**src/rtl/dbi_ac_pkg.sv**
```systemverilog
package dbi_ac_pkg;

    localparam int BYTE_W     = 8;
    localparam int GRP_W      = BYTE_W + 1;
    localparam int MAX_TOGGLE = GRP_W / 2;
    localparam int CNT_W      = $clog2(GRP_W + 1);

    typedef logic [BYTE_W-1:0] byte_t;

    typedef struct packed {
        logic  inv;
        byte_t data;
    } lane_word_t;

    localparam lane_word_t LANE_ZERO = '{inv: 1'b0, data: '0};

    // number of wires that differ between two lane words
    function automatic logic [CNT_W-1:0] wire_changes(lane_word_t a, lane_word_t b);
        logic [GRP_W-1:0] diff;
        logic [CNT_W-1:0] n;
        diff = a ^ b;
        n = '0;
        for (int i = 0; i < GRP_W; i++) begin
            n = n + CNT_W'(diff[i]);
        end
        return n;
    endfunction

    function automatic lane_word_t complement_word(lane_word_t w);
        lane_word_t r;
        r.inv  = ~w.inv;
        r.data = ~w.data;
        return r;
    endfunction

endpackage

```
**src/rtl/dbi_lane_enc.sv**
```systemverilog
module dbi_lane_enc
    import dbi_ac_pkg::*;
(
    input  lane_word_t ref_word,
    input  byte_t      raw,
    output lane_word_t coded
);
    lane_word_t       plain_cand;
    logic [CNT_W-1:0] plain_cost;
    logic             pick_inv;

    always_comb begin
        plain_cand.inv  = 1'b0;
        plain_cand.data = raw;
        plain_cost      = wire_changes(plain_cand, ref_word);
        pick_inv        = (plain_cost > CNT_W'(MAX_TOGGLE));
        coded           = pick_inv ? complement_word(plain_cand) : plain_cand;
    end
endmodule

```
**src/rtl/dbi_lane_state.sv**
```systemverilog
module dbi_lane_state
    import dbi_ac_pkg::*;
(
    input  logic       clk,
    input  logic       rst,
    input  logic       load,
    input  lane_word_t next_word,
    output lane_word_t held_word
);
    always_ff @(posedge clk) begin
        if (rst) begin
            held_word <= LANE_ZERO;
        end else if (load) begin
            held_word <= next_word;
        end
    end
endmodule

```
**src/rtl/dbi_lane_dec.sv**
```systemverilog
module dbi_lane_dec
    import dbi_ac_pkg::*;
(
    input  lane_word_t wire_word,
    output byte_t      plain
);
    always_comb begin
        plain = wire_word.data ^ {BYTE_W{wire_word.inv}};
    end
endmodule

```
**src/rtl/dbi_ac_codec.sv**
```systemverilog
module dbi_ac_codec
    import dbi_ac_pkg::*;
#(
    parameter int LANES = 16
) (
    input  logic                     clk,
    input  logic                     rst,
    input  logic                     in_valid,
    input  logic [LANES*BYTE_W-1:0]  in_data,
    output logic                     out_valid,
    output logic [LANES*BYTE_W-1:0]  out_data,
    output logic [LANES-1:0]         out_inv,
    input  logic [LANES*BYTE_W-1:0]  rx_data,
    input  logic [LANES-1:0]         rx_inv,
    output logic [LANES*BYTE_W-1:0]  rx_plain
);
    localparam int DATA_W = LANES * BYTE_W;

    lane_word_t ref_q  [LANES];
    lane_word_t enc_d  [LANES];
    lane_word_t rx_w   [LANES];

    always_ff @(posedge clk) begin
        if (rst) begin
            out_valid <= 1'b0;
        end else begin
            out_valid <= in_valid;
        end
    end

    for (genvar l = 0; l < LANES; l++) begin : g_lane
        dbi_lane_enc u_enc (
            .ref_word (ref_q[l]),
            .raw      (in_data[l*BYTE_W +: BYTE_W]),
            .coded    (enc_d[l])
        );

        dbi_lane_state u_state (
            .clk       (clk),
            .rst       (rst),
            .load      (in_valid),
            .next_word (enc_d[l]),
            .held_word (ref_q[l])
        );

        assign out_data[l*BYTE_W +: BYTE_W] = ref_q[l].data;
        assign out_inv[l]                   = ref_q[l].inv;

        assign rx_w[l].data = rx_data[l*BYTE_W +: BYTE_W];
        assign rx_w[l].inv  = rx_inv[l];

        dbi_lane_dec u_dec (
            .wire_word (rx_w[l]),
            .plain     (rx_plain[l*BYTE_W +: BYTE_W])
        );
    end

    if (DATA_W != LANES * GRP_W - LANES) begin : g_width_bad
        initial $error("lane width mismatch");
    end
endmodule

```
**config.mk**
```make
export PLATFORM = sky130hd
export DESIGN_NAME = dbi_ac_codec
export DESIGN_NICKNAME = d
export VERILOG_FILES = /design/src/rtl/dbi_ac_pkg.sv /design/src/rtl/dbi_lane_enc.sv /design/src/rtl/dbi_lane_state.sv /design/src/rtl/dbi_lane_dec.sv /design/src/rtl/dbi_ac_codec.sv
export SDC_FILE = /design/constraint.sdc
export NUM_CORES = 1
export LEC_CHECK = 0
export ABC_AREA = 1
export CAP_MARGIN = 25
export CORE_AREA = 4 4 210 212
export DETAILED_ROUTE_END_ITERATION = 10
export DIE_AREA = 0 0 214 216
export GPL_ROUTABILITY_DRIVEN = 1
export PLACE_DENSITY = 0.67
export SLEW_MARGIN = 5
export SYNTH_ARGS = -nofsm -noshare
export SYNTH_HDL_FRONTEND = slang
export SYNTH_SLANG_ARGS = --single-unit
```
**constraint.sdc**
```tcl
create_clock -name clk -period 3.7 [get_ports clk]
set_input_delay 0.555 -clock clk [delete_from_list [all_inputs] [get_ports clk]]
set_output_delay 0.555 -clock clk [all_outputs]
set_load 0.02 [all_outputs]
```
# Word-level counts from Yosys, hierarchy flattened
# Index checks and enable logic that the tools add are counted.
# word_totals
ff_bits	145
input_bits	275
output_inout_bits	273
wordCells	241
# classes
n_addsub	128
order_cmp	16
n_mux	16
bitwise	48
# ops
operator	count
adder 4 x 1 -> 4 bit	112
2-to-1 mux 9 bit	16
XOR 8 x 9 -> 9 bit	16
NOT 8 bit	16
XOR 8 bit	16
greater-than comparator 4 x 3 -> 1 bit, second input constant	16
adder 1 x 1 -> 2 bit	16

# Longest topological paths before layout
# logic_depth
depth_word	11
mapped_depth	16
mapped_depth_nobuf	16

# Modules after synthesis
# Synthesis repeated with hierarchy kept, for this count alone.
# unflattened
cells_unflattened	2499
hier_area_um2	15026.9
# by_module_without_submodules
module	instances	cells_per_inst	area_per_inst_um2	seq_area_each_um2
dbi_lane_state	16	57	381.6	180.2
dbi_lane_enc at g_lane[14].u_enc ...	9	65	421.7	0.0
dbi_lane_enc at g_lane[0].u_enc ...	7	65	419.2	0.0
dbi_lane_dec	16	34	135.1	0.0
dbi_ac_codec	1	3	30.0	20.0

# Worst setup path before layout
# Ideal clock, no wire load.
# synth_timing
path_kind	input to register
start	in in_data[66]
end	reg g_lane[8].u_state.held_word[6] in the netlist's numbering
arrival_ns	3.556
required_time_ns	3.644
path_slack_ns	0.088
path_stages	16
n_path_buf	0
path_cell_list	xor2_1 > fa_1 > fa_1 > inv_1 > fa_1 > inv_1 > ha_1 > fa_1 > inv_1 > nand2_1 > nand3_2 > nand2_4 > nand2_1 > nand3_1 > nand2_1 > inv_1
# synth_via
elab_chain_len	10
# synth_lines
item	line	text
start, declared	dbi_ac_codec.sv:9	input logic [LANES*BYTE_W-1:0] in_data,
XOR 8 x 9 -> 9 bit	dbi_ac_pkg.sv:21	diff = a ^ b;
adder 4 x 1 -> 4 bit (7 in series)	dbi_ac_pkg.sv:24	n = n + CNT_W'(diff[i]);
greater-than comparator 4 x 3 -> 1 bit	dbi_lane_enc.sv:16	pick_inv = (plain_cost > CNT_W'(MAX_TOGGLE));
2-to-1 mux 9 bit	dbi_lane_enc.sv:17	coded = pick_inv ? complement_word(plain_cand) : plain_cand;
end signal, assigned	dbi_lane_state.sv:14	held_word <= next_word;
end, declared	dbi_lane_state.sv:8	output lane_word_t held_word
# Every way passes these cells.
# A chain may end at the register's enable or synchronous reset.

# Worst setup path in the final report
# layout_timing
start	in in_data[35]
end	reg g_lane[4].u_state.held_word[3] in the netlist's numbering
# layout_via
elab_chain_len	9
# layout_lines
item	line
XOR 8 x 9 -> 9 bit	dbi_ac_pkg.sv:21
adder 4 x 1 -> 4 bit (6 in series)	dbi_ac_pkg.sv:24
greater-than comparator 4 x 3 -> 1 bit	dbi_lane_enc.sv:16
2-to-1 mux 9 bit *	dbi_lane_enc.sv:17
end signal, assigned	dbi_lane_state.sv:14
end, declared	dbi_lane_state.sv:8
# Every way passes the cells marked *; elsewhere a longest branch is shown, timed or not.

==> implementation parameters <==
Parameter                              Value

Run status
  Run status ... completed

Clocking
  Clock tree from TritonCTS ... done
  Worst-skew pair later-pin latency ... 0.45 ns
  Number of buffers created by CTS ... 17
  Clk root buf ... sky130_fd_sc_hd__clkbuf_16
  Clk slew on worst S/H paths ... 0.06 ns
  Longest Clk Path Bufs ... 2
  TritonCTS Sinks ... 145
  H-tree depth reported by CTS ... 4

Timing
  Final critical-path setup slack ... 0.0710 ns
  Fin. max-slew vios ... 0
  Count of final hold-check violations ... 0
  Worst clock skew ... 0.00590 ns
  Share of the cycle needed by the critical path after routing ... 0.981
  Final setup violation count ... 0
  Highest Clock Rate ... 0.276 GHz
  Slew Limit Headroom ... 0.404
  RSZ-0062 raised after global routing ... yes
  Transition time of the tightest slew-check pin ... 0.892 ns
  Clock period minus final worst setup slack ... 3.63 ns

Worst hold path
  Worst Hold Depth ... 6
  Path class of the lowest-slack min-delay path ... in -> reg

Synthesis
  YS warnings ... 0
  Mean cell area of the mapped netlist ... 6.94 um2
  Part of the Yosys area used for sequential elements ... 0.201
  Count of state elements after synthesis ... 145
  Post-synthesis cell area ... 0.0145 mm2
  Total nets after synthesis ... 2534
  Count of distinct cell types in the synthesized netlist ... 21
  Instance count of the mapped netlist ... 2083

GRT
  Global route overflow ... 0
  Maximum number of pins on one net before global-route repair ... 146
  Via count of the first global-routing pass ... 15300
  Overall routing resource usage ... 0.234
  Number of antenna violations at the first check in global routing ... 11
  Global-route wire length before repair ... 86200 um

Place
  Post-placement cell area ... 0.0214 mm2
  Count of input and output buffers ... 547
  Setup slack at placement ... -0.876 ns
  DP Wirelength ... 43200 um
  Global placement routability congestion ... 0.917

Routing
  DRT iter0 DRCs ... 829
  Mean number of vias per cell ... 4.61
  Number of antenna-violating nets in the routed design ... 0
  Drt wl/cell ... 16.8 um
  Post-Route WL ... 56100 um
  Length of the first detailed-routing pass in iterations ... 5
  Number of remaining DRC errors ... 0
  Vias post-DR ... 15400

Critical path
  Critical path data required time ... 4.10 ns
  Largest fanout of any net on the critical path ... 5
  Data arrival time of the critical path ... 4.03 ns
  Critical Setup Path Class ... in -> reg
  Worst reg2reg path depth ... 16
  Crit. End Element ... flip-flop
  Category of the worst setup path launch point ... input pin

Flow run
  Max-cap violations ... 0

Cells and area
  Layout filler cell count ... 3793
  Area grow syn2layout ... 60.9%
  Most common library cell in the layout ignoring fill and taps ... sky130_fd_sc_hd__clkdlybuf4s50_1
  Total number of nets in the final design ... 3232
  Multi-input combinational cell area ... 0.0105 mm2
  Highest-count cells in the layout ignoring fill and taps ... 475 x sky130_fd_sc_hd__clkdlybuf4s50_1, 467 x sky130_fd_sc_hd__inv_1, 294 x sky130_fd_sc_hd__nand2_1, 273 x sky130_fd_sc_hd__nor2_1, 241 x sky130_fd_sc_hd__nand3_1
  Final non-filler cell area ... 0.0233 mm2
  Fraction of layout cells with a size suffix above 1 ... 0.169
  Register cell area after layout ... 0.00297 mm2
  Final Core Density ... 0.555

Floorplan
  Die area ... 0.0462 mm2
  Area of the core ... 0.0419 mm2
  Placement Rows ... 75
  Chip Width ... 214 um
  Initial core utilization ... 0.345
  I/O pin cnt ... 548
  Die boundary height ... 216 um
## critical path, stage by stage
cell	delay (ns)
sky130_fd_sc_hd__clkdlybuf4s15_1	0.23
sky130_fd_sc_hd__xor2_2	0.20
sky130_fd_sc_hd__fa_1	0.49
sky130_fd_sc_hd__fa_1	0.54
sky130_fd_sc_hd__inv_2	0.05
sky130_fd_sc_hd__fa_1	0.55
sky130_fd_sc_hd__inv_1	0.05
sky130_fd_sc_hd__ha_2	0.19
sky130_fd_sc_hd__fa_2	0.52
sky130_fd_sc_hd__inv_2	0.04
sky130_fd_sc_hd__nand2_4	0.08
sky130_fd_sc_hd__nand3_4	0.13
sky130_fd_sc_hd__nand2_4	0.14
sky130_fd_sc_hd__nand2_2	0.07
sky130_fd_sc_hd__nand3_2	0.06
sky130_fd_sc_hd__nand2_1	0.07
sky130_fd_sc_hd__inv_1	0.05
## metrics by stage
step / std cells / TNS [ns] / hold WS, ns
floorplan: 2083 / 0 / 0.638
global placement: 3260 / -93.90 / 0.560
detailed placement: 3260 / -101.88 / 0.562
CTS: 3322 / 0 / 0.578
global route: 3339 / -0.665 / 0.550
finish: 3342 / 0 / 0.530
## cells in the mapped netlist (all sizes together)
master / number / area share
fa: 80 / 0.11
clkbuf: 6 / 0.0050
xnor2: 16 / 0.0097
o21ai: 16 / 0.0055
ha: 96 / 0.083
buf: 58 / 0.025
inv: 481 / 0.12
nand2: 384 / 0.11
a21oi: 16 / 0.0055
dfxtp: 145 / 0.20
xor2: 240 / 0.15
nand3: 272 / 0.10
nor2: 273 / 0.071
## layout make-up
| cell class | count | area share |
|---|---|---|
| inverters | 481 | 0.0776 |
| clock inverters | 11 | 0.00403 |
| flip-flops and latches | 145 | 0.128 |
| repair buffers | 711 | 0.292 |
| diodes | 11 | 0.00118 |
| clock buffers | 19 | 0.0186 |
| multi-input cells | 1425 | 0.450 |
| well taps | 539 | 0.0290 |
## logic make-up after synthesis
logic type | share of synthesized area
simple gates | 0.284
buf+inv | 0.155
xor+xnor | 0.155
fa+ha+maj | 0.194
flops | 0.201
compound gates | 0.0111
## flip-flops by register name, indices dropped and copies added (netlist names)
signal	flops
out_valid	1
g_lane.u_state.held_word	144
## worst paths after layout
kind	start	to	slack, ns
setup / recovery	in_data[35]	g_lane[4].u_state.held_word[3]	0.07
hold / removal	in_data[64]	g_lane[8].u_state.held_word[0]	0.53
setup reg to reg	g_lane[4].u_state.held_word[2]	g_lane[4].u_state.held_word[3]	0.08
hold reg to reg	g_lane[13].u_state.held_word[3]	g_lane[13].u_state.held_word[3]	0.57
## layer usage
metal | part of all wire | global-route usage
met1 | 0.40 | 0.276
met2 | 0.50 | 0.409
met3 | 0.060 | 0.0581
met4 | 0.036 | 0.0960
met5 | 0.00041 | 0
## repair_timing
item / in CTS / in global routing
hold buffers: 0 / 0
gates cloned: 32 / 0
setup buffers: 0 / 9
pin swaps: 80 / 145
setup endpoints to repair: 144 / 141
gates resized for setup: 131 / 198
Power is not shown: default switching activity piles up to over one toggle a cycle in this logic, so the estimate is an artifact.
